==> src/rtl/ftx_pkg.sv <==
package ftx_pkg;
   localparam int FLD_W  = 3;
   localparam int UI_W   = 16;

   typedef struct packed {
      logic [2:0] fn;
      logic       st;
      logic       mem;
      logic       wc;
      logic       wa;
      logic [2:0] asel;
      logic [2:0] bsel;
      logic [2:0] csel;
   } uinst_t;

   localparam logic [2:0] AUX_NONE = 3'd0;
   localparam logic [2:0] AUX_CLR  = 3'd1;
   localparam logic [2:0] AUX_EI   = 3'd2;
   localparam logic [2:0] AUX_DI   = 3'd3;

   typedef enum logic {PH_FETCH = 1'b0, PH_EXEC = 1'b1} phase_t;

   function automatic logic [UI_W-1:0] make_fetch_word(input logic [2:0] fn,
                                                       input logic [2:0] pc);
      uinst_t u;
      u.fn   = fn;
      u.st   = 1'b0;
      u.mem  = 1'b1;
      u.wc   = 1'b1;
      u.wa   = 1'b0;
      u.asel = 3'd0;
      u.bsel = 3'd0;
      u.csel = pc;
      return u;
   endfunction
endpackage

==> src/rtl/ftx_regfile.sv <==
module ftx_regfile #(
   parameter int W      = 16,
   parameter int N      = 8,
   parameter bit C_WINS = 1'b1,
   localparam int IDX_W = $clog2(N)
) (
   input  logic             clk,
   input  logic             rst,
   input  logic             a_we,
   input  logic [IDX_W-1:0] a_idx,
   input  logic [W-1:0]     a_data,
   input  logic [IDX_W-1:0] b_idx,
   output logic [W-1:0]     b_data,
   input  logic             c_we,
   input  logic [IDX_W-1:0] c_idx,
   input  logic [W-1:0]     c_data,
   output logic [W-1:0]     c_rdata
);
   logic [W-1:0] rf [N];

   for (genvar i = 0; i < N; i++) begin : g_reg
      logic [W-1:0] q;
      logic         hit_a;
      logic         hit_c;
      assign hit_a = a_we && (a_idx == IDX_W'(i));
      assign hit_c = c_we && (c_idx == IDX_W'(i));
      if (C_WINS) begin : g_cfirst
         always_ff @(posedge clk) begin
            if (rst)        q <= '0;
            else if (hit_c) q <= c_data;
            else if (hit_a) q <= a_data;
         end
      end else begin : g_afirst
         always_ff @(posedge clk) begin
            if (rst)        q <= '0;
            else if (hit_a) q <= a_data;
            else if (hit_c) q <= c_data;
         end
      end
      assign rf[i] = q;
   end

   assign b_data  = rf[b_idx];
   assign c_rdata = rf[c_idx];
endmodule

==> src/rtl/ftx_sequencer.sv <==
module ftx_sequencer import ftx_pkg::*; #(
   parameter logic [UI_W-1:0] FETCH_WORD = 16'h2C07
) (
   input  logic            clk,
   input  logic            rst,
   input  logic [UI_W-1:0] fetched,
   output phase_t          phase,
   output logic [UI_W-1:0] ir
);
   always_ff @(posedge clk) begin
      if (rst) begin
         phase <= PH_FETCH;
         ir    <= FETCH_WORD;
      end else if (phase == PH_FETCH) begin
         phase <= PH_EXEC;
         ir    <= fetched;
      end else begin
         phase <= PH_FETCH;
         ir    <= FETCH_WORD;
      end
   end
endmodule

==> src/rtl/ftx_irq_ctrl.sv <==
module ftx_irq_ctrl #(
   parameter bit SET_BEATS_CLEAR = 1'b1,
   parameter bit IEN_AT_RESET    = 1'b0
) (
   input  logic clk,
   input  logic rst,
   input  logic irq,
   input  logic op_clr,
   input  logic op_ei,
   input  logic op_di,
   output logic flag,
   output logic ien
);
   logic set_req;
   assign set_req = irq && ien;

   always_ff @(posedge clk) begin
      if (rst)        ien <= IEN_AT_RESET;
      else if (op_di) ien <= 1'b0;
      else if (op_ei) ien <= 1'b1;
   end

   if (SET_BEATS_CLEAR) begin : g_set_first
      always_ff @(posedge clk) begin
         if (rst)          flag <= 1'b0;
         else if (set_req) flag <= 1'b1;
         else if (op_clr)  flag <= 1'b0;
      end
   end else begin : g_clr_first
      always_ff @(posedge clk) begin
         if (rst)          flag <= 1'b0;
         else if (op_clr)  flag <= 1'b0;
         else if (set_req) flag <= 1'b1;
      end
   end
endmodule

==> src/rtl/ftx_decode.sv <==
module ftx_decode import ftx_pkg::*; #(
   parameter int ISR_IDX = 6
) (
   input  phase_t           phase,
   input  logic [UI_W-1:0]  ir,
   input  logic             flag,
   output logic [FLD_W-1:0] a_idx,
   output logic [FLD_W-1:0] b_idx,
   output logic [FLD_W-1:0] c_idx,
   output logic             a_we,
   output logic             c_we,
   output logic             a_from_mem,
   output logic             mem_rd,
   output logic             mem_wr,
   output logic             op_clr,
   output logic             op_ei,
   output logic             op_di
);
   uinst_t ui;
   logic   exec;
   logic   quiet;

   always_comb begin
      ui     = uinst_t'(ir);
      exec   = (phase == PH_EXEC);
      quiet  = !ui.mem && !ui.wa && !ui.wc;
      a_idx  = ui.asel;
      b_idx  = ui.bsel;
      c_idx  = (!exec && flag) ? FLD_W'(ISR_IDX) : ui.csel;
      a_we   = exec && ui.wa;
      c_we   = ui.wc;
      mem_rd = ui.mem && !ui.st;
      mem_wr = exec && ui.mem && ui.st;
      a_from_mem = mem_rd;
      op_clr = exec && quiet && (ui.bsel == AUX_CLR);
      op_ei  = exec && quiet && (ui.bsel == AUX_EI);
      op_di  = exec && quiet && (ui.bsel == AUX_DI);
   end
endmodule

==> src/rtl/ftx_ctrl_unit.sv <==
module ftx_ctrl_unit import ftx_pkg::*; #(
   parameter int         REG_W           = 16,
   parameter int         NREGS           = 8,
   parameter int         PC_IDX          = 7,
   parameter int         ISR_IDX         = 6,
   parameter logic [2:0] FETCH_FN        = 3'd1,
   parameter bit         C_PORT_WINS     = 1'b1,
   parameter bit         SET_BEATS_CLEAR = 1'b1,
   parameter bit         IEN_AT_RESET    = 1'b0
) (
   input  logic             clk,
   input  logic             rst,
   input  logic             irq,
   output logic [REG_W-1:0] mem_addr,
   output logic             mem_rd,
   output logic             mem_wr,
   output logic [REG_W-1:0] mem_wdata,
   input  logic [REG_W-1:0] mem_rdata,
   output logic [REG_W-1:0] alu_a,
   output logic [REG_W-1:0] alu_b,
   input  logic [REG_W-1:0] alu_result,
   output logic [UI_W-1:0]  ir_out,
   output logic             exec_phase
);
   localparam logic [UI_W-1:0] FETCH_WORD = make_fetch_word(FETCH_FN, FLD_W'(PC_IDX));

   if (REG_W < UI_W) begin : g_bad_width
      $error("REG_W must hold a full control word");
   end
   if (NREGS != (1 << FLD_W)) begin : g_bad_depth
      $error("NREGS must match the 3-bit register index fields");
   end
   if (PC_IDX == ISR_IDX || PC_IDX >= NREGS || ISR_IDX >= NREGS) begin : g_bad_idx
      $error("PC_IDX and ISR_IDX must be distinct valid registers");
   end

   phase_t           phase;
   logic [UI_W-1:0]  ir;
   logic [FLD_W-1:0] a_idx, b_idx, c_idx;
   logic             a_we, c_we, a_from_mem;
   logic             clr_op, ei_op, di_op;
   logic             irq_flag, int_en;
   logic [REG_W-1:0] b_data, c_rdata, a_data;

   ftx_sequencer #(.FETCH_WORD(FETCH_WORD)) u_seq (
      .clk     (clk),
      .rst     (rst),
      .fetched (mem_rdata[UI_W-1:0]),
      .phase   (phase),
      .ir      (ir)
   );

   ftx_decode #(.ISR_IDX(ISR_IDX)) u_dec (
      .phase      (phase),
      .ir         (ir),
      .flag       (irq_flag),
      .a_idx      (a_idx),
      .b_idx      (b_idx),
      .c_idx      (c_idx),
      .a_we       (a_we),
      .c_we       (c_we),
      .a_from_mem (a_from_mem),
      .mem_rd     (mem_rd),
      .mem_wr     (mem_wr),
      .op_clr     (clr_op),
      .op_ei      (ei_op),
      .op_di      (di_op)
   );

   ftx_irq_ctrl #(
      .SET_BEATS_CLEAR (SET_BEATS_CLEAR),
      .IEN_AT_RESET    (IEN_AT_RESET)
   ) u_irq (
      .clk    (clk),
      .rst    (rst),
      .irq    (irq),
      .op_clr (clr_op),
      .op_ei  (ei_op),
      .op_di  (di_op),
      .flag   (irq_flag),
      .ien    (int_en)
   );

   assign a_data = a_from_mem ? mem_rdata : alu_result;

   ftx_regfile #(.W(REG_W), .N(NREGS), .C_WINS(C_PORT_WINS)) u_rf (
      .clk     (clk),
      .rst     (rst),
      .a_we    (a_we),
      .a_idx   (a_idx),
      .a_data  (a_data),
      .b_idx   (b_idx),
      .b_data  (b_data),
      .c_we    (c_we),
      .c_idx   (c_idx),
      .c_data  (alu_result),
      .c_rdata (c_rdata)
   );

   assign mem_addr   = c_rdata;
   assign alu_a      = c_rdata;
   assign alu_b      = b_data;
   assign mem_wdata  = b_data;
   assign ir_out     = ir;
   assign exec_phase = (phase == PH_EXEC);
endmodule

==> config.mk <==
export PLATFORM = sky130hd
export DESIGN_NAME = ftx_ctrl_unit
export DESIGN_NICKNAME = d
export VERILOG_FILES = /design/src/rtl/ftx_pkg.sv /design/src/rtl/ftx_regfile.sv /design/src/rtl/ftx_sequencer.sv /design/src/rtl/ftx_irq_ctrl.sv /design/src/rtl/ftx_decode.sv /design/src/rtl/ftx_ctrl_unit.sv
export SDC_FILE = /design/constraint.sdc
export NUM_CORES = 1
export LEC_CHECK = 0
export ABC_AREA = 1
export BUFFER_PORTS_ARGS = -buffer_cell sky130_fd_sc_hd__clkbuf_2
export CAP_MARGIN = 20
export CORE_UTILIZATION = 40
export DETAILED_ROUTE_END_ITERATION = 6
export PLACE_DENSITY_LB_ADDON = 0.05
export SLEW_MARGIN = 10
export SYNTH_ARGS = -nofsm -noshare
export SYNTH_HDL_FRONTEND = slang
export SYNTH_SLANG_ARGS = --single-unit
==> constraint.sdc <==
create_clock -name clk -period 2.9 [get_ports clk]
set_input_delay 0.145 -clock clk [delete_from_list [all_inputs] [get_ports clk]]
set_output_delay 0.145 -clock clk [all_outputs]
set_load 0.01 [all_outputs]
* Yosys cells after proc, flatten, opt, wreduce, memory -nomap -nowiden
Cells that the tools add are included.
** Storage, ports and cells
- Flip-flop bits (word level) :: 147
- Bits of input ports :: 35
- Output and inout bits :: 83
- Logic and storage cells :: 106
** Operators by class
- Order comparisons :: 2
- Equality and inequality tests :: 17
- Muxes and demuxes :: 27
- Bitwise operators :: 2
- Reductions and logical operators :: 46
** Operators with widths (count)
- two-way mux 16 bit :: 21
- binary-select mux 16 bit (select 3 bit) :: 2
- logical AND 1 bit :: 28
- == test 3 bit (second input constant) :: 8
- == test 3 x 2 -> 1 bit (second input constant) :: 6
- nonzero test 2 bit :: 9
- == test 3 x 1 -> 1 bit (second input constant) :: 3
- >= comparator 4 bit (second input constant) :: 2
- NOT 3 -> 4 bit :: 2
- logical NOT 3 bit :: 2
- logical NOT 1 bit :: 5
- OR reduction 2 bit :: 2
- two-way mux 1 bit :: 3
- two-way mux 3 bit :: 1

* Longest topological paths before layout
Gate-level depths: netlist (run 1).
- Word-level depth :: 7
- Gate-level depth with buffers :: 10
- Mapped depth without buffers :: 8

* Cells and area by module
Synthesis (run 1) repeated with hierarchy kept, for this count alone.
** Second synthesis, totals
- Cell total of the unflattened synthesis :: 1651
- Area, all modules :: 9603.0 µm²
** Modules (own cells, without submodules)
- ftx_regfile :: instances 1, cells an instance 1473, area an instance 8390.5 µm², seq. area each 2562.5 µm²
- ftx_sequencer :: instances 1, cells an instance 53, area an instance 490.5 µm², seq. area each 340.3 µm²
- ftx_ctrl_unit :: instances 1, cells an instance 84, area an instance 484.2 µm², seq. area each 0.0 µm²
- ftx_decode :: instances 1, cells an instance 33, area an instance 163.9 µm², seq. area each 0.0 µm²
- ftx_irq_ctrl :: instances 1, cells an instance 8, area an instance 73.8 µm², seq. area each 40.0 µm²

* Worst setup path after synthesis (run 1)
Ideal clock, no wire load.
- Kind :: flip-flop to output port
- Start point :: reg u_seq.ir[1]
- End point :: out mem_addr[13]
- Arrival time :: 1759 ps
- Slack :: 996 ps
- Stages on the path, launching flop included :: 11
- Cells stage by stage :: dfxtp_1 > buf_4 > inv_1 > o21ai_2 > buf_2 > buf_2 > nand2_1 > nand3_1 > nor2_1 > nor2_1 > buf_4
** On the way
- Word-level cells in the longest chain between the ends :: 5
** Ends and longest elaborated chain
- start, declared :: line ftx_sequencer.sv:8 : output logic [UI_W-1:0] ir
- start signal, assigned :: line ftx_sequencer.sv:16 : ir <= fetched;
- two-way mux 3 bit :: line ftx_decode.sv:29 : c_idx = (!exec && flag) ? FLD_W'(ISR_IDX) : ui.csel;
- NOT 3 -> 4 bit (implied by the code) :: line ftx_regfile.sv:44 : assign c_rdata = rf[c_idx];
- binary-select mux 16 bit (select 3 bit) :: line ftx_regfile.sv:44
- two-way mux 16 bit (implied by the code) (2 in series) :: line ftx_regfile.sv:44
- end, declared :: line ftx_ctrl_unit.sv:14 : output logic [REG_W-1:0] mem_addr,
Every way passes these cells. The select of a mux whose other input is x is not followed.

* Worst setup path in the final report (run 1)
- Start point :: reg u_seq.phase
- End point :: out alu_a[7]
** On the way
- Word-level cells in the longest chain between the ends :: 7
** Ends and longest elaborated chain
- start, declared :: line ftx_sequencer.sv:7 : output phase_t phase,
- start signal, assigned :: line ftx_sequencer.sv:12 : phase <= PH_FETCH;
- start signal, assigned :: line ftx_sequencer.sv:15 : phase <= PH_EXEC;
- start signal, assigned :: line ftx_sequencer.sv:18 : phase <= PH_FETCH;
- logical NOT 1 bit :: line ftx_decode.sv:29
- logical AND 1 bit :: line ftx_decode.sv:29
- two-way mux 3 bit :: line ftx_decode.sv:29
- NOT 3 -> 4 bit (implied by the code) :: line ftx_regfile.sv:44
- binary-select mux 16 bit (select 3 bit) :: line ftx_regfile.sv:44
- two-way mux 16 bit (implied by the code) (2 in series) :: line ftx_regfile.sv:44
- end, declared :: line ftx_ctrl_unit.sv:19 : output logic [REG_W-1:0] alu_a,
Every way passes these cells. The select of a mux whose other input is x is not followed.

==> impl_results.md, run 1 <==
- Status: completed
- Register area share after synthesis: 0.306
- Routed wire length: 39.6 mm
- P&R area growth vs syn: 13.4%
- CP Data Arrival Time: 2.58 ns
- Filler cells: 2618
- Flop pwr share: 0.407
- P_sw: 1.83 mW
- Via count of the first global-routing pass: 10000
- Highest-delay cell along the critical path: nor2_1
- CP max stage delay: 0.45 ns
- DRT iter0 DRCs: 988
- PwrDens: 500 mW/mm2
- Crit share post-route: 0.939
- Diode count: 0
- Final setup fails: 0
- Final Hold Viols: 0
- Worst skew pair latency: 0.44 ns
- FMAX: 0.367 GHz
- Post-DP HPWL: 27.9 mm
- Worst-Margin Slew: 1.05 ns
- Worst-path fanout max: 19
- Netlist cell types: 33
- Pre-antenna DRT Iters: 6
- Final min period: 2.72 ns
- Synth Warn #: 0
- CP Capture Type: primary output
- Setup crit start kind: register
- Critical Path RT: 2.76 ns
- Num rows: 56
- # DRC: 0
- Initial antenna violation count: 0
- VDD IR max: 0.331 mV
- Total die area: 0.0246 mm2
- Tightest Hold Check Type: in2reg
- Setup CP Type: reg2out
- Hold EP: u_rf.g_reg[4].q[3]
- Die width: 157 um
- Port Buffers: 117
- RSZ-0062 raised after global routing: false
- CTS Buffer Depth: 2
- GPL Wtd Cong: 0.902
- Skew final: 0.0141 ns
- Drt wl/cell: 19.7 um
- Layout cell share with drive strength beyond 1: 0.134
- Congestion Overflow GR: 0
- Ports: 118
- Final net count: 1711
- Vias per std cell: 5.48
- Internal: 3.62 mW
- All-Layer GR Usage: 0.334
- # Max-Cap Violations: 0
- Clock sinks: 147
- Leak: 4.89 nW
- Post-route setup TNS: 0 ns
- Hold_sp: rst
- Mean Syn Cell Area: 5.91 um2
- Hold path cells: 2
- Power, Total: 5.44 mW
- Yosys reg bits: 147
- CTS Buf Count: 17
- Starting density of the core: 0.408
- Largest net degree at the start of global routing: 80
- FF-to-FF setup slack: 0.66 ns
- Worst Path Buf+Inv: 3
- Clock power frac: 0.396
- Slew HR: 0.295
- Mapped Area: 0.00960 mm2
- Detailed-route via count: 11000
- Antenna Nets Post-Route: 0
- Reg-to-reg startpoint: u_seq.ir[1]
- Fin Hold WS: 0.224 ns
- CTS tree: built
- Core ar.: 0.0235 mm2
- Critical Path, Cell by Cell: inv_2, nand2_8, nand3_2, inv_2, nand2_1, nand3_1, nor2_1, nor2_1, clkbuf_2
- Sw Share: 0.336
- Combinational power share: 0.197
- Reg clk slew, reported paths: 0.06 ns
- H-tree Lvls: 4
- Die height: 157 um
- Reg-to-reg endpoint: u_rf.g_reg[4].q[0]
- Synth Instances: 1624
- Worst path depth: 9
- Final Max Slew Viols: 0
- Syn nets: 1659
- Top delay family on crit path: simple AND/OR/NAND/NOR gates
- Clock tree root buffer cell: clkbuf_16
- R2R cell count: 7
- First-pass GRT wire length: 61.0 mm
==> power by group through the flow <==
| stage | clock, mW | combinational (mW) | sequential [mW] |
|---|---|---|---|
| 6_report | 2.16 | 1.07 | 2.22 |
| 4_1_cts | 2.17 | 1.06 | 2.22 |
| 2_1_floorplan | 0 | 0.698 | 2.22 |
| 3_5_place_dp | 0 | 1.04 | 2.26 |
| 3_3_place_gp | 0 | 1.03 | 2.26 |
| 5_1_grt | 2.24 | 1.17 | 2.23 |
==> through the flow <==
| stage | util | instances | setup WS, ns | area, um2 |
|---|---|---|---|---|
| 4_1_cts | 0.462 | 2005 | 0.170 | 10900 |
| 3_5_place_dp | 0.431 | 1957 | 0.640 | 10200 |
| 6_report | 0.463 | 2007 | 0.178 | 10900 |
| 2_1_floorplan | - | 1624 | 0.996 | 9600 |
| 3_3_place_gp | 0.431 | 1957 | 0.712 | 10200 |
| 5_1_grt | 0.463 | 2007 | 0.0539 | 10900 |
==> what timing repair did <==
action / in CTS / in global routing
buffers inserted: 0 / 2
hold endpoints to repair: 17 / 0
setup endpoints to repair: 0 / 1
gates resized for setup: 0 / 1
hold buffers: 17 / 0
==> layout make-up <==
cell class                      instances  area (um2)  area share
Multi-Input combinational cell       1268        5670       0.521
Sequential cell                       147        2940       0.270
Timing Repair Buffer                  171        1060      0.0974
Clock buffer                           18         429      0.0394
Tap cell                              319         399      0.0367
Inverter                               71         273      0.0250
Clock inverter                         13         113      0.0103
==> worst reg2reg max path: stages (launching register included) <==
cell	delay [ns]
dfxtp_1	0.32
inv_1	0.33
nand3_2	0.23
inv_2	0.42
nand2_2	0.49
nand2_1	0.20
nand2_1	0.06
a21oi_1	0.11
==> logic make-up (layout without fill, tap and decap cells) <==
family                 after synthesis  after routing  share of synthesized area
multiplexers                         4              4                    0.00417
AO/OA/AOI/OAI                      227            227                      0.134
flip-flops                         147            147                      0.306
AND/OR/NAND/NOR                   1037           1037                      0.451
buffers and inverters              209            273                      0.104
==> cells in the mapped netlist <==
master,instances,area [um2]
nand2_1,687,2580
nand3_1,244,1220
dfxtp_1,147,2940
a21oi_1,130,651
nor2_1,73,274
inv_1,63,236
buf_2,51,255
clkbuf_1,46,173
o21ai_0,44,220
buf_4,38,285
a22oi_1,18,135
o211ai_1,15,113
a32oi_1,10,87.6
nor2_2,10,62.6
nand2_2,7,43.8
or2_2,6,37.5
o21a_1,5,37.5
inv_2,4,15.0
mux2i_1,4,40.0
clkinv_1,3,11.3
nand3_2,3,30.0
nor2_4,3,33.8
buf_1,2,7.51
nor3_1,2,10.0
a21o_1,1,7.51
a21oi_2,1,8.76
a21oi_4,1,16.3
a31oi_1,1,6.26
buf_6,1,11.3
inv_4,1,6.26
nand2_8,1,20.0
nand3_4,1,17.5
o21ai_2,1,8.76
==> per-layer routing <==
| layer | global-route usage | part of all wire |
|---|---|---|
| met5 | 0 | 0 |
| met4 | 0.117 | 0.032 |
| met3 | 0.0512 | 0.068 |
| met2 | 0.555 | 0.46 |
| met1 | 0.437 | 0.44 |
==> layout by cell type, fill, tap and decap left out, types with 2 or more instances in the layout <==
cell and count:
inv_1 62, inv_2 4, o21ai_0 44, nor2_4 3, mux2i_1 4, o21a_1 5
clkbuf_16 17, buf_12 2, dlygate4sd3_1 17, clkinvlp_4 4, nand2_1 687, nand3_1 244
nor2_2 11, clkbuf_2 116, or2_2 6, buf_4 36, nand2_2 7, a21oi_1 130
a32oi_1 10, o211ai_1 15, nand3_2 3, nor3_1 2, clkinv_2 5, clkinv_1 3
dfxtp_1 146, a22oi_1 18, clkinv_4 3, nor2_1 72
==> sequential cells by signal, indices dropped and copies added (netlist names) <==
signal and flops:
u_rf.g.q 128, u_seq.ir 16, u_irq.flag 1, u_irq.ien 1
u_seq.phase 1
==> worst max-delay path by stage <==
| stage | from | to | slack, ns |
|---|---|---|---|
| final | u_seq.phase | alu_a[7] | 0.18 |
| after global routing | u_seq.phase | mem_addr[5] | 0.05 |
| after CTS | u_seq.phase | alu_a[7] | 0.17 |
| after global placement | u_seq.phase | mem_addr[7] | 0.71 |
| after detailed placement | u_seq.phase | mem_addr[7] | 0.64 |
| after floorplan | u_seq.ir[1] | mem_addr[13] | 1.0 |
Note: power is estimated with default switching activity, not from simulation.
==> run 2, diff against run 1 <==
--- a/config.mk
+++ b/config.mk
@@ -8,7 +8,7 @@
 export ABC_AREA = 1
 export BUFFER_PORTS_ARGS = -buffer_cell sky130_fd_sc_hd__clkbuf_2
 export CAP_MARGIN = 20
-export CORE_UTILIZATION = 40
+export CORE_UTILIZATION = 62
 export DETAILED_ROUTE_END_ITERATION = 6
 export PLACE_DENSITY_LB_ADDON = 0.05
 export SLEW_MARGIN = 10
==> run 2 against run 1 <==
First-iteration DRC count rose by 110%. Utilization grew 25 points. Worst setup slack got worse by 0.13 ns. Clock-buffer cell count rose by 1. Power grew 3.6%. Clock power up 7%. Sequential power about the same. Sequential cell count unchanged. Global-route usage grew 18 points. Final cell count fell by 6.3%. Critical path type unchanged. Highest routed layer unchanged.
==> impl_results.md, run 2 (synthesis gave the netlist of run 1 again) <==
- Area after DPL: 0.0100 mm2 (-1.5%)
- Top reg by flops: u_rf.g.q
- Drt wl/cell: 21.6 um (+9.3%)
- Clock tree root buffer cell: clkbuf_16
- H-tree Lvls: 4 (unchanged)
- Worst Path Buf+Inv: 3 (unchanged)
- Worst skew pair latency: 0.45 ns (about the same)
- P&R area growth vs syn: 12.6%
- First-pass GRT wire length: 61.0 mm (about the same)
- Clock power frac: 0.409 (+0.013)
- FMAX: 0.351 GHz (-4.5%)
- Starting density of the core: 0.634 (+0.226)
- Die width: 126 um (-19%)
- Highest-delay cell along the critical path: dfxtp_1
- Critical Path, Cell by Cell: nand2_1, inv_1, buf_4, a22oi_1, o21ai_0, nand2_1, nand2_1, clkbuf_2
- Post-route setup TNS: 0 ns (unchanged)
- # Max-Cap Violations: 0 (unchanged)
- Most frequent cells in the layout: 687 x nand2_1, 244 x nand3_1, 145 x dfxtp_1, 130 x a21oi_1, 116 x clkbuf_2
- Die height: 126 um (-19%)
- Crit share post-route: 0.983 (+0.0447)
- Worst-Margin Slew: 0.964 ns (-0.0894 ns)
- Final min period: 2.85 ns (+0.130 ns)
- Tightest Hold Check Type: in2reg
- Top delay family on crit path: buffers and inverters
- Top cell by count, worst path: nand2_1
- Setup crit start kind: register
- Port Buffers: 117 (unchanged)
- CP max stage delay: 0.57 ns (+0.12 ns)
- Via count of the first global-routing pass: 10500 (+4.7%)
- Detailed-route via count: 11900 (+8.2%)
- Setup CP Type: reg2out
- Final setup fails: 0 (unchanged)
- CTS Buf Count: 17 (unchanged)
- Initial antenna violation count: 2 (+2)
- PwrDens: 522 mW/mm2 (+4.4%)
- Final net count: 1713 (+0.12%)
- CP Data Arrival Time: 2.71 ns (+0.13 ns)
- Routed wire length: 40.6 mm (+2.4%)
- Worst path depth: 8 (-1)
- Post-layout utilization of the core: 0.714 (+0.251)
- Combinational power share: 0.198 (about the same)
- Filler cells: 1338 (-49%)
- All-Layer GR Usage: 0.509 (+0.175)
- Max reg flops: 128 (unchanged)
- Ports: 118 (unchanged)
- Worst-path fanout max: 12 (-7)
- DRT iter0 DRCs: 2047 (+110%)
- Total die area: 0.0160 mm2 (-35%)
- Skew final: 0.0182 ns (+0.00410 ns)
- Flop pwr share: 0.393 (-0.014)
- Core ar.: 0.0151 mm2 (-36%)
- VDD IR max: 0.565 mV (+70%)
- Leak: 4.92 nW (+0.57%)
- Commonest non-fill, non-tap cell in the layout: nand2_1
- Antenna Nets Post-Route: 0 (unchanged)
- Slew HR: 0.355 (+0.0598)
- Internal: 3.80 mW (+5.1%)
- Final Hold Viols: 0 (unchanged)
- Fin Hold WS: 0.271 ns (+0.0468 ns)
- Final Max Slew Viols: 0 (unchanged)
- Num rows: 45 (-20%)
- Vias per std cell: 6.33 (+15%)
- Sw Share: 0.327 (-0.00923)
- Layout cell share with drive strength beyond 1: 0.135 (+0.000945)
- CTS tree: built
- R2R cell count: 7 (unchanged)
- Status: completed
- Clock sinks: 147 (unchanged)
- Fin area: 0.0108 mm2 (-0.69%)
- CP Capture Type: primary output
- GPL Wtd Cong: 0.991 (+9.8%)
- RSZ-0062 raised after global routing: false
- P_sw: 1.84 mW (+0.79%)
- Post-DP HPWL: 25.7 mm (-7.7%)
- # DRC: 0 (unchanged)
- Congestion Overflow GR: 0 (unchanged)
- Pre-antenna DRT Iters: 7 (+1)
- Largest net degree at the start of global routing: 131 (+64%)
- Hold path cells: 5 (+3)
- Critical Path RT: 2.76 ns (about the same)
- CTS Buffer Depth: 2 (unchanged)
- Reg clk slew, reported paths: 0.06 ns (about the same)
- Top Registers: u_rf.g.q x128, u_seq.ir x16
-- run 2: changes by cell type in the layout (fill, tap and decap cells not counted) --
cell,change
bufinv_16,+2
dfxtp_1,-1
clkinvlp_4,+1
buf_12,+1
inv_2,-1
clkinv_2,-2
inv_4,+1
diode_2,+1
clkbuf_1,+1
dlygate4sd3_1,+1
inv_6,-1
dfxtp_2,+1
-- run 2: final timing paths --
check                                    from  slack [ns]                  to
worst min-delay path            alu_result[6]        0.27  u_rf.g_reg[4].q[6]
worst min register to register      u_irq.ien        0.47          u_irq.flag
worst max-delay path              u_seq.ir[4]        0.05            alu_b[9]
worst max register to register    u_seq.ir[0]        0.50  u_rf.g_reg[0].q[2]
-- run 2: worst reg2reg max path, cell delays in order, from the launching register on --
cell and delay [ns]:
dfxtp_1 0.40, inv_1 0.32, nand3_2 0.29, inv_2 0.43, nand2_2 0.49, nand2_1 0.21
nand2_1 0.08, a21oi_1 0.11
-- run 2: routing by layer --
| layer | part of all wire | vias to the layer above | track usage |
|---|---|---|---|
| met4 | 0.082 | 0 | 0.351 |
| met1 | 0.36 | 5258 | 0.625 |
| li1 | - | 5341 | - |
| met5 | 0 | - | 0 |
| met3 | 0.16 | 249 | 0.199 |
| met2 | 0.40 | 1053 | 0.732 |
-- run 2: power by group through the flow --
| stage | Sequential (mW) | Clock [mW] | Combinational (mW) |
|---|---|---|---|
| 6_report | 2.22 | 2.31 | 1.12 |
| 5_1_grt | 2.22 | 2.37 | 1.18 |
| 4_1_cts | 2.21 | 2.28 | 1.05 |
| 3_5_place_dp | 2.26 | 0 | 1.03 |
| 3_3_place_gp | 2.25 | 0 | 1.01 |
| 2_1_floorplan | 2.22 | 0 | 0.698 |
-- run 2: per-stage QoR --
stage | setup WS [ns] | power [mW] | std cells
after global placement | 0.651 | 3.27 | 1826
final | 0.0482 | 5.64 | 1880
after global routing | 0.0481 | 5.77 | 1879
after CTS | 0.108 | 5.54 | 1876
after detailed placement | 0.560 | 3.28 | 1826
after floorplan | 0.996 | 2.92 | 1624
-- run 2: final cells by class --
type | instances | area [um2] | share of cell area
clock inverters | 13 | 161 | 0.0149
inverters | 71 | 275 | 0.0255
diodes | 1 | 2.50 | 0.000231
multi-input cells | 1268 | 5670 | 0.524
clock buffers | 19 | 433 | 0.0400
well taps | 188 | 235 | 0.0218
flip-flops and latches | 147 | 2950 | 0.272
repair buffers | 173 | 1090 | 0.101
-- run 2: what timing repair did --
action | 4_1_cts | 5_1_grt
hold buffers | 18 | 0
endpoints found under the setup margin | 0 | 26
hold endpoints to repair | 18 | 0
gates resized for setup | 0 | 4
buffers inserted | 0 | 3
==> run 3, diff against run 2 <==
--- a/config.mk
+++ b/config.mk
@@ -8,6 +8,7 @@
 export ABC_AREA = 1
 export BUFFER_PORTS_ARGS = -buffer_cell sky130_fd_sc_hd__clkbuf_2
 export CAP_MARGIN = 20
+export CORE_MARGIN = 2
 export CORE_UTILIZATION = 62
 export DETAILED_ROUTE_END_ITERATION = 6
 export PLACE_DENSITY_LB_ADDON = 0.05
==> run 3 against run 2 <==
The run now ends with DRC left. Via count shrank 0.67%. Sequential power is essentially flat. Clock skew shrank 0.0088 ns. Utilization shrank 0.11 points. Wire length shrank 4.0%. Fmax grew 4.2%. Global-route usage shrank 3.6 points. Critical endpoint is now mem_addr[15].
==> impl_results.md, run 3 (synthesis gave the netlist of run 1 again) <==
- Antenna Nets Post-Route: 0 (unchanged)
- VDD IR max: 0.448 mV (-21%)
- Multi-input gate area: 0.00568 mm2 (about the same)
- FMAX: 0.366 GHz (+4.2%)
- CP Data Arrival Time: 2.59 ns (-0.12 ns)
- Skew final: 0.00943 ns (-0.00879 ns)
- Filler cells: 1331 (-0.52%)
- # Max-Cap Violations: 0 (unchanged)
- Leak: 4.92 nW (about the same)
- Num rows: 45 (unchanged)
- Drt wl/cell: 20.7 um (-4.0%)
- Top delay family on crit path: buffers and inverters
- Pre-antenna DRT Iters: 7 (unchanged)
- Worst Path Buf+Inv: 3 (unchanged)
- Total die area: 0.0165 mm2 (+3.2%)
- H-tree Lvls: 4 (unchanged)
- P&R area growth vs syn: 12.4%
- Largest net degree at the start of global routing: 131 (unchanged)
- First-pass GRT wire length: 58.5 mm (-4.1%)
- Critical Path, Cell by Cell: inv_1, nand3_2, inv_2, nand2_1, nand2_1, nor2_1, nor2_1, clkbuf_2
- Post-DP HPWL: 25.6 mm (-0.46%)
- Tightest Hold Check Type: in2reg
- Starting density of the core: 0.634 (unchanged)
- Port Buffers: 117 (unchanged)
- Setup CP Type: reg2out
- Final net count: 1715 (+0.12%)
- Setup repair bufs after CTS: 0 (unchanged)
- Vias per std cell: 6.28 (-0.73%)
- Most frequent cells in the layout: 687 x nand2_1, 244 x nand3_1, 146 x dfxtp_1, 130 x a21oi_1, 116 x clkbuf_2
- Final Max Slew Viols: 0 (unchanged)
- Non-filler cells in the finished layout: 1881 (+0.053%)
- Congestion Overflow GR: 0 (unchanged)
- CP Capture Type: primary output
- DRT iter0 DRCs: 1824 (-11%)
- Max reg flops: 128 (unchanged)
- Worst-Margin Slew: 0.803 ns (-0.161 ns)
- Critical Path RT: 2.76 ns (about the same)
- All-Layer GR Usage: 0.473 (-0.0359)
- Clock tree root buffer cell: clkbuf_16
- Post-route setup TNS: 0 ns (unchanged)
- Final setup fails: 0 (unchanged)
- Initial antenna violation count: 0 (-2)
- Failing checks: DRC
- Post-layout utilization of the core: 0.713 (-0.00107)
- PwrDens: 514 mW/mm2 (-1.5%)
- Core ar.: 0.0151 mm2 (unchanged)
- CTS tree: built
- Crit share post-route: 0.943 (-0.0400)
- Commonest non-fill, non-tap cell in the layout: nand2_1
- Die width: 128 um (+1.6%)
- Setup crit start kind: register
- Top reg by flops: u_rf.g.q
- Slew HR: 0.463 (+0.109)
- CTS Buffer Depth: 2 (unchanged)
- Inst Count DP: 1831 (+0.27%)
- Diode count: 0 (-1)
- Final min period: 2.74 ns (-0.116 ns)
- # DRC: 28 (+28)
- Detailed-route via count: 11800 (-0.67%)
- Register area: 0.00294 mm2 (about the same)
- RSZ-0062 raised after global routing: false
- Die height: 128 um (+1.6%)
- Clock sinks: 147 (unchanged)
- Highest-delay cell along the critical path: inv_2
- Worst skew pair latency: 0.44 ns (about the same)
- Top Registers: u_rf.g.q x128, u_seq.ir x16
- Worst-path fanout max: 19 (+7)
- Reg clk slew, reported paths: 0.06 ns (about the same)
- Status: complete, but fails checks
- Layout cell share with drive strength beyond 1: 0.136 (+0.00102)
- Ports: 118 (unchanged)
- Routed wire length: 38.9 mm (-4.0%)
- CP max stage delay: 0.43 ns (-0.14 ns)
- Via count of the first global-routing pass: 10300 (-1.7%)
- Final Hold Viols: 0 (unchanged)
- CTS Buf Count: 17 (unchanged)
- GPL Wtd Cong: 0.985 (-0.57%)
run 3: final timing paths:
| path | cells past startpoint | startpoint | end | slack [ns] |
|---|---|---|---|---|
| worst min register to register | 2 | u_irq.ien | u_irq.flag | 0.47 |
| worst max-delay path | 8 | u_seq.ir[0] | mem_addr[15] | 0.16 |
| worst min-delay path | 5 | alu_result[1] | u_rf.g_reg[0].q[1] | 0.25 |
| worst max register to register | 9 | u_seq.phase | u_rf.g_reg[7].q[15] | 0.54 |
run 3: routing by layer:
layer	GRT usage	up-vias	wire, um
met3	0.125	197	5800
met1	0.628	5292	14200
li1	-	5351	-
met4	0.321	0	3020
met2	0.672	981	15900
met5	0	-	0
run 3: area by class of cell:
class,instances,share of cell area
clock inverter,13,0.0124
clock buffer,19,0.0410
multi-input combinational,1268,0.526
inverter,71,0.0253
tap,188,0.0218
sequential,147,0.273
timing repair buffer,175,0.101
run 3: through the flow:
step	cell area, um2	hold slack [ns]	setup WS, ns	power (mW)
finish	10800	0.246	0.164	5.55
global route	10800	0.262	0.133	5.69
CTS	10800	0.238	0.258	5.47
detailed placement	10000	0.346	0.673	3.27
global placement	10000	0.349	0.750	3.26
floorplan	9600	0.252	0.996	2.92
run 3: what timing repair did:
action | in CTS | in global routing
gates resized for setup | 0 | 2
endpoints found under the hold margin | 18 | 0
hold buffers | 18 | 0
setup endpoints to repair | 0 | 2
run 3: worst register-to-register path, cell delays in order, from the launching register on:
cell and delay [ns]:
dfxtp_1 0.42, inv_2 0.13, nand2_8 0.13, nand3_2 0.13, inv_2 0.48, nand2_1 0.38
buf_4 0.32, nand2_1 0.10, nand2_1 0.05, a21oi_1 0.13
run 3: power breakdown:
part           internal [mW]  switching [mW]  total, mW  leakage, nW
sequential              2.12          0.0970       2.21         1.20
clock                   1.29           0.946       2.23        0.279
combinational          0.326           0.777       1.10         3.44
total                   3.73            1.82       5.55         4.92
